`config.mk`:
```
export PLATFORM = sky130hd
export DESIGN_NAME = rxw_uart_rx
export DESIGN_NICKNAME = d
export VERILOG_FILES = /design/src/rtl/rxw_pkg.sv /design/src/rtl/rxw_sync.sv /design/src/rtl/rxw_bit_engine.sv /design/src/rtl/rxw_idle_det.sv /design/src/rtl/rxw_mode_ctl.sv /design/src/rtl/rxw_uart_rx.sv
export SDC_FILE = /design/constraint.sdc
export NUM_CORES = 1
export LEC_CHECK = 0
export BUFFER_PORTS_ARGS = -buffer_cell sky130_fd_sc_hd__buf_2
export CAP_MARGIN = 20
export CORE_UTILIZATION = 50
export CTS_CLUSTER_DIAMETER = 120
export CTS_CLUSTER_SIZE = 16
export DETAILED_ROUTE_END_ITERATION = 10
export PLACE_DENSITY = 0.72
export SLEW_MARGIN = 15
export SYNTH_ARGS = -nofsm -noshare
export SYNTH_HDL_FRONTEND = slang
export SYNTH_SLANG_ARGS = --single-unit
export TNS_END_PERCENT = 50
```
`constraint.sdc`:
```
create_clock -name clk -period 1.7 [get_ports clk]
set_input_delay 0.255 -clock clk [delete_from_list [all_inputs] [get_ports clk]]
set_output_delay 0.255 -clock clk [all_outputs]
set_load 0.005 [all_outputs]
```
`src/rtl/rxw_pkg.sv`:
```
// Shared types for the oversampling serial receiver.
// Assumes: nothing beyond IEEE 1800-2017 enum support.
package rxw_pkg;
    typedef enum logic [1:0] {
        MODE_READY = 2'd0,
        MODE_RUN   = 2'd1,
        MODE_WAKE  = 2'd2
    } rx_mode_e;

    typedef enum logic [1:0] {
        BS_IDLE  = 2'd0,
        BS_START = 2'd1,
        BS_DATA  = 2'd2,
        BS_STOP  = 2'd3
    } bit_st_e;
endpackage

```
`src/rtl/rxw_sync.sv`:
```
// Multi-flop synchroniser for the asynchronous serial line.
// Assumes: STAGES >= 2; resets to the idle (high) line level.
module rxw_sync #(
    parameter int STAGES = 2
) (
    input  logic clk,
    input  logic rst_n,
    input  logic d,
    output logic q
);
    logic [STAGES-1:0] sh;

    // shift the line through the synchroniser chain
    always_ff @(posedge clk) begin
        if (!rst_n) sh <= '1;
        else        sh <= {sh[STAGES-2:0], d};
    end

    assign q = sh[STAGES-1];
endmodule

```
`src/rtl/rxw_bit_engine.sv`:
```
// Frame assembler: start detection, cyclic sample counter, 3-sample
// majority vote, optional re-phasing on data-bit edges.
// Assumes: line is already synchronised; tick is a one-cycle enable.
// The detecting tick of a start edge is sample 0 of the start bit.
module rxw_bit_engine
    import rxw_pkg::*;
#(
    parameter int SAMPLES   = 16,
    parameter int DATA_BITS = 8
) (
    input  logic                 clk,
    input  logic                 rst_n,
    input  logic                 tick,
    input  logic                 line,
    input  logic                 resync_en,
    output logic                 frm_done,
    output logic [DATA_BITS-1:0] frm_data,
    output logic                 frm_noise,
    output logic                 frm_ferr,
    output logic                 busy
);
    localparam int CW  = $clog2(SAMPLES);
    localparam int BW  = $clog2(DATA_BITS + 1);
    localparam int WIN = SAMPLES / 4 - 1;
    localparam logic [CW-1:0] V0   = CW'(SAMPLES / 2 - 1);
    localparam logic [CW-1:0] V1   = CW'(SAMPLES / 2);
    localparam logic [CW-1:0] V2   = CW'(SAMPLES / 2 + 1);
    localparam logic [CW-1:0] LAST = CW'(SAMPLES - 1);
    localparam logic [CW-1:0] ONE  = CW'(1);

    bit_st_e              st;
    logic [CW-1:0]        cnt;
    logic [BW-1:0]        bidx;
    logic [DATA_BITS-1:0] shreg;
    logic                 s0, s1, last_s, noise_acc;
    logic                 edge_seen, early, late, vote, disagree;

    // edge, re-phase window and vote decode for the current tick
    always_comb begin
        edge_seen = (line != last_s);
        early     = resync_en && (st == BS_DATA) && edge_seen && (cnt >= CW'(SAMPLES - WIN));
        late      = resync_en && (st == BS_DATA) && edge_seen && (cnt != '0) && (cnt <= CW'(WIN));
        vote      = (s0 & s1) | (s0 & line) | (s1 & line);
        disagree  = !((s0 == s1) && (s1 == line));
    end

    assign busy = (st != BS_IDLE);

    // per-tick sampling, bit advance and frame completion
    always_ff @(posedge clk) begin
        if (!rst_n) begin
            st <= BS_IDLE; cnt <= '0; bidx <= '0; shreg <= '0;
            s0 <= 1'b1; s1 <= 1'b1; last_s <= 1'b1; noise_acc <= 1'b0;
            frm_done <= 1'b0; frm_data <= '0; frm_noise <= 1'b0; frm_ferr <= 1'b0;
        end else begin
            frm_done <= 1'b0;
            if (tick) begin
                last_s <= line;
                if (st == BS_IDLE) begin
                    if (!line) begin
                        st <= BS_START; cnt <= ONE; noise_acc <= 1'b0;
                    end
                end else begin
                    if (early || late)    cnt <= ONE;
                    else if (cnt == LAST) cnt <= '0;
                    else                  cnt <= cnt + ONE;
                    if (cnt == V0) s0 <= line;
                    if (cnt == V1) s1 <= line;
                    if (cnt == V2) begin
                        case (st)
                            BS_START: if (vote) st <= BS_IDLE;
                            BS_DATA: begin
                                shreg <= {vote, shreg[DATA_BITS-1:1]};
                                if (disagree) noise_acc <= 1'b1;
                            end
                            BS_STOP: begin
                                frm_done  <= 1'b1;
                                frm_data  <= shreg;
                                frm_ferr  <= !vote;
                                frm_noise <= noise_acc | disagree;
                                st        <= BS_IDLE;
                            end
                            default: ;
                        endcase
                    end
                    if ((cnt == LAST) || early) begin
                        case (st)
                            BS_START: begin st <= BS_DATA; bidx <= '0; end
                            BS_DATA: begin
                                if (bidx == BW'(DATA_BITS - 1)) st <= BS_STOP;
                                else bidx <= bidx + 1'b1;
                            end
                            default: ;
                        endcase
                    end
                end
            end
        end
    end
endmodule

```
`src/rtl/rxw_idle_det.sv`:
```
// Idle-line detector: pulses once after FRAME_TICKS consecutive high
// samples while no frame is in progress.
// Assumes: clr restarts the count (used on a sleep request).
module rxw_idle_det #(
    parameter int FRAME_TICKS = 160
) (
    input  logic clk,
    input  logic rst_n,
    input  logic tick,
    input  logic line,
    input  logic busy,
    input  logic clr,
    output logic idle_pulse
);
    localparam int IW = $clog2(FRAME_TICKS + 1);
    localparam logic [IW-1:0] FULL = IW'(FRAME_TICKS);

    logic [IW-1:0] run;

    // count quiet samples and saturate after one pulse
    always_ff @(posedge clk) begin
        if (!rst_n) begin
            run <= '0; idle_pulse <= 1'b0;
        end else begin
            idle_pulse <= 1'b0;
            if (clr || busy) run <= '0;
            else if (tick) begin
                if (!line) run <= '0;
                else if (run != FULL) begin
                    run <= run + 1'b1;
                    if (run == FULL - 1'b1) idle_pulse <= 1'b1;
                end
            end
        end
    end
endmodule

```
`src/rtl/rxw_mode_ctl.sv`:
```
// Ready / Run / Wakeup state machine and store-acceptance decode.
// Assumes: frm_done and idle_pulse are single-cycle pulses.
module rxw_mode_ctl
    import rxw_pkg::*;
(
    input  logic     clk,
    input  logic     rst_n,
    input  logic     sleep_req,
    input  logic     addr_mode,
    input  logic     frm_done,
    input  logic     addr_bit,
    input  logic     idle_pulse,
    output rx_mode_e mode,
    output logic     accept
);
    // a frame is stored unless asleep, except an address frame in address-mark mode
    always_comb accept = frm_done && ((mode != MODE_WAKE) || (addr_mode && addr_bit));

    // mode transitions
    always_ff @(posedge clk) begin
        if (!rst_n)         mode <= MODE_READY;
        else if (sleep_req) mode <= MODE_WAKE;
        else begin
            case (mode)
                MODE_WAKE: begin
                    if (addr_mode && frm_done && addr_bit)   mode <= MODE_RUN;
                    else if (!addr_mode && idle_pulse)       mode <= MODE_READY;
                end
                MODE_READY: if (frm_done) mode <= MODE_RUN;
                default: ;
            endcase
        end
    end
endmodule

```
`src/rtl/rxw_uart_rx.sv`:
```
// Top: serial receiver with holding register, status flags and wakeup.
// Assumes: smp_tick runs at SAMPLES per bit; rd_strobe is one cycle wide.
module rxw_uart_rx
    import rxw_pkg::*;
#(
    parameter int SAMPLES     = 16,
    parameter int DATA_BITS   = 8,
    parameter int SYNC_STAGES = 2
) (
    input  logic                 clk,
    input  logic                 rst_n,
    input  logic                 rx_line,
    input  logic                 smp_tick,
    input  logic                 rd_strobe,
    input  logic                 sleep_req,
    input  logic                 cfg_addr_wake,
    input  logic                 cfg_rie,
    input  logic                 cfg_resync,
    output logic [DATA_BITS-1:0] rx_data,
    output logic                 rx_full,
    output logic                 rx_overrun,
    output logic                 rx_noise,
    output logic                 rx_frame_err,
    output logic                 rx_irq,
    output logic [1:0]           rx_mode
);
    localparam int FRAME_TICKS = SAMPLES * (DATA_BITS + 2);

    logic                 line_s, frm_done, frm_noise, frm_ferr, busy;
    logic                 idle_pulse, accept, addr_bit, full_eff;
    logic [DATA_BITS-1:0] frm_data;
    rx_mode_e             mode;

    rxw_sync #(.STAGES(SYNC_STAGES)) u_sync (
        .clk(clk), .rst_n(rst_n), .d(rx_line), .q(line_s)
    );

    rxw_bit_engine #(.SAMPLES(SAMPLES), .DATA_BITS(DATA_BITS)) u_eng (
        .clk(clk), .rst_n(rst_n), .tick(smp_tick), .line(line_s),
        .resync_en(cfg_resync), .frm_done(frm_done), .frm_data(frm_data),
        .frm_noise(frm_noise), .frm_ferr(frm_ferr), .busy(busy)
    );

    rxw_idle_det #(.FRAME_TICKS(FRAME_TICKS)) u_idle (
        .clk(clk), .rst_n(rst_n), .tick(smp_tick), .line(line_s),
        .busy(busy), .clr(sleep_req), .idle_pulse(idle_pulse)
    );

    assign addr_bit = frm_data[DATA_BITS-1];

    rxw_mode_ctl u_mode (
        .clk(clk), .rst_n(rst_n), .sleep_req(sleep_req), .addr_mode(cfg_addr_wake),
        .frm_done(frm_done), .addr_bit(addr_bit), .idle_pulse(idle_pulse),
        .mode(mode), .accept(accept)
    );

    // a read in the same cycle frees the register before a new store
    assign full_eff = rx_full && !rd_strobe;

    // holding register and sticky status flags
    always_ff @(posedge clk) begin
        if (!rst_n) begin
            rx_data <= '0; rx_full <= 1'b0; rx_overrun <= 1'b0;
            rx_noise <= 1'b0; rx_frame_err <= 1'b0;
        end else begin
            if (rd_strobe) begin
                rx_full <= 1'b0; rx_overrun <= 1'b0;
                rx_noise <= 1'b0; rx_frame_err <= 1'b0;
            end
            if (frm_done) begin
                if (frm_noise) rx_noise     <= 1'b1;
                if (frm_ferr)  rx_frame_err <= 1'b1;
            end
            if (accept) begin
                if (full_eff) rx_overrun <= 1'b1;
                else begin
                    rx_data <= frm_data;
                    rx_full <= 1'b1;
                end
            end
        end
    end

    assign rx_irq  = rx_full && cfg_rie;
    assign rx_mode = mode;
endmodule

```
==> flow_metrics.py <==
metrics = {
    "drt": {
        "vias": 2222,
        "drc": 0,
        "ant_nets": 0,
        "drtIter0Drc": 151,
        "dr.pass1.iters": 4,
        "wirelength_mm": 5.13,
        "wl_per_cell_microns": 12.5,
        "vias_per_cell": 5.41,
    },
    "cts": {
        "clk_latency_ns": 0.33,
        "post_cts_buffers": 0,
        "cts_buffers": 9,
        "clk_pin_slew_worst_paths_ns": 0.07,
        "clockRootBuffer": "clkbuf_8",
        "cts_tree": "yes",
        "cts.htree.levels": 3,
        "clock_sinks": 58,
        "clockBufferDepth": 2,
    },
    "grt": {
        "grt_max_degree": 40,
        "antenna_found_initial": 0,
        "grt_pass1_vias": 1979,
        "grt_pass1_wl_mm": 8.60,
        "groute.usage.overall": 0.201,
        "grt.overflow.total": 0,
    },
    "yosys": {
        "synth-seq-cells": 58,
        "syn-num-nets": 326,
        "synth_ff_type": "dfxtp_1",
        "synth_area_sq_um": 2690,
        "synth_edf_count": 0,
        "ys_types": 54,
        "synthArstFlopShare": 0,
        "yosys_warnings": 0,
        "syn_area_per_cell_sq_um": 8.80,
        "syn-instance-count": 305,
        "yosysSeqAreaShare": 0.432,
    },
    "placed_design": {
        "place_inst": 395,
        "place.gp.congestion": 0.830,
        "io_buffers": 23,
        "hpwlAfterDp_mm": 3.62,
    },
    "sta": {
        "layout_worst_path_cycle_share": 0.945,
        "slew_headroom": 0.654,
        "worst_slew_pin_slew_ns": 0.518,
        "hold_violations": 0,
        "finalMaxSlewViolations": 0,
        "clock_skew_ns": 0.00867,
        "fin_crit_ns": 1.61,
        "rsz0062_at_grt": "false",
        "fmax_ghz": 0.622,
        "finalSetupViolations": 0,
    },
    "finish": {
        "stdcell_count": 411,
        "fillCellCount": 456,
        "final_cell_mix": "dfxtp_1 (55), nand2_1 (46), a21oi_1 (31)",
        "diodes": 0,
        "synthToLayoutAreaGrowth_pct": 18.2,
        "drive_gt1_frac": 0.214,
        "final_common_cell": "dfxtp_1",
        "final_nets": 357,
    },
    "floorplan": {
        "core_sq_um": 5140,
        "core.rowCount": 26,
        "dieArea_sq_um": 5670,
        "start_util": 0.522,
        "die_x_microns": 75.3,
        "die_h_microns": 75.3,
        "ios": 24,
    },
    "min_path": {
        "hp-class": "input port to flip-flop",
    },
    "worst_setup_path": {
        "worst_ep_required_time_ns": 1.92,
        "worstPathMaxFanout": 6,
        "critPathKind": "flip-flop to flip-flop",
        "worstPathArrival_ns": 1.83,
        "cp-start-kind": "flip-flop",
        "end_kind": "flip-flop",
    },
    "run_status": {
        "status": "finished, final reports clean",
    },
    "pwr": {
        "p_leak_nw": 1.24,
        "vdd_drop_max_v": 0.000379,
        "pwr_density_cell_nw_per_um2": 918,
        "total_power_mw": 2.91,
    },
    "job": {
        "maxCapViolCount": 0,
    },
}
[metal layers]
metal	wire [microns]	global-route usage	vias up
met3	259	0.0388	6
met1	2440	0.256	1026
met5	0	0	-
li1	-	-	1129
met2	2370	0.325	61
met4	63	0.0988	0
[sequential cells by signal, summed over array words and instances (netlist names), 2 cells and up]
signal / count
rx_data: 8
u_eng.frm_data: 8
u_eng.shreg: 8
u_idle.run: 8
u_eng.bidx: 4
u_eng.cnt: 4
u_eng.st: 2
u_mode.mode: 2
u_sync.sh: 2
[where the power goes]
part,switching [mW],internal [mW]
Combinational,0.0760,0.0517
Sequential,0.00873,1.37
Clock,0.572,0.837
[layout make-up]
type / count / area, sq um / share of cell area
inverters: 14 / 52.6 / 0.0166
multi-input cells: 217 / 1420 / 0.447
clock inverters: 7 / 103 / 0.0323
clock buffers: 9 / 124 / 0.0390
well taps: 70 / 87.6 / 0.0276
repair buffers: 36 / 225 / 0.0710
flip-flops and latches: 58 / 1160 / 0.367
[timing repair]
action,4_1_cts,5_1_grt
hold buffers,0,0
setup endpoints to repair,1,26
gates resized for setup,1,12
[Yosys cell counts (2+ instances only)]
| cell type | instances | share of area |
|---|---|---|
| ha_1 | 12 | 0.056 |
| nand2_1 | 46 | 0.064 |
| buf_4 | 5 | 0.014 |
| mux2i_1 | 12 | 0.045 |
| nor2b_1 | 4 | 0.0093 |
| o32ai_1 | 2 | 0.0065 |
| and3_1 | 4 | 0.0093 |
| dfxtp_1 | 58 | 0.43 |
| o21ai_0 | 7 | 0.013 |
| nor3_1 | 6 | 0.011 |
| a211oi_1 | 2 | 0.0056 |
| nand2b_1 | 7 | 0.016 |
| clkbuf_1 | 5 | 0.0070 |
| o21ai_1 | 3 | 0.0056 |
| inv_1 | 14 | 0.020 |
| a211oi_2 | 3 | 0.014 |
| nand4_1 | 4 | 0.0093 |
| xor2_1 | 3 | 0.0098 |
| or3_1 | 3 | 0.0070 |
| buf_2 | 4 | 0.0075 |
| nor2_1 | 22 | 0.031 |
| a21oi_1 | 31 | 0.058 |
| a22oi_1 | 3 | 0.0084 |
| and2_1 | 5 | 0.012 |
| a31oi_1 | 4 | 0.0093 |
| nand3_1 | 8 | 0.015 |
[through the flow]
| step | TNS, ns | util | hold slack, ns | worst slack, ns | instance area [sq um] |
|---|---|---|---|---|---|
| final | 0 | 0.618 | 0.104 | 0.0931 | 3170 |
| after global routing | 0 | 0.618 | 0.103 | 0.0186 | 3170 |
| after CTS | 0 | 0.610 | 0.0917 | 0.0142 | 3140 |
| after detailed placement | -0.000657 | 0.565 | 0.394 | -0.000657 | 2910 |
| after global placement | 0 | 0.565 | 0.389 | 0.0900 | 2910 |
| after floorplan | 0 | - | 0.328 | 0.0548 | 2690 |
[kinds of logic (layout without fill, tap and decap cells)]
group / after synthesis / count (layout) / synth area share
adders and majority gates: 12 / 12 / 0.0559
and+or+nand+nor: 119 / 119 / 0.223
DFF: 58 / 58 / 0.432
muxes: 13 / 13 / 0.0489
AOI/OAI and AO/OA: 69 / 69 / 0.173
xor gates and xnor gates: 4 / 4 / 0.0130
buffers and inverters: 30 / 66 / 0.0536
[critical path, cell delays in order (launching register included)]
cell and delay, ns:
dfxtp_2 0.36, inv_1 0.08, ha_1 0.19, nand2b_1 0.17, a41o_4 0.32, and2_1 0.18
a31o_1 0.20
[path summary, 6_finish.rpt]
kind                 from              to  slack (ns)  depth (start not counted)
max          u_eng.cnt[1]   u_eng.bidx[3]        0.09                          6
min             sleep_req  u_mode.mode[0]        0.10                          2
min reg2reg  u_sync.sh[0]    u_sync.sh[1]        0.41                          1
max reg2reg  u_eng.cnt[1]   u_eng.bidx[3]        0.09                          6
(Power assumes the default switching activity.)
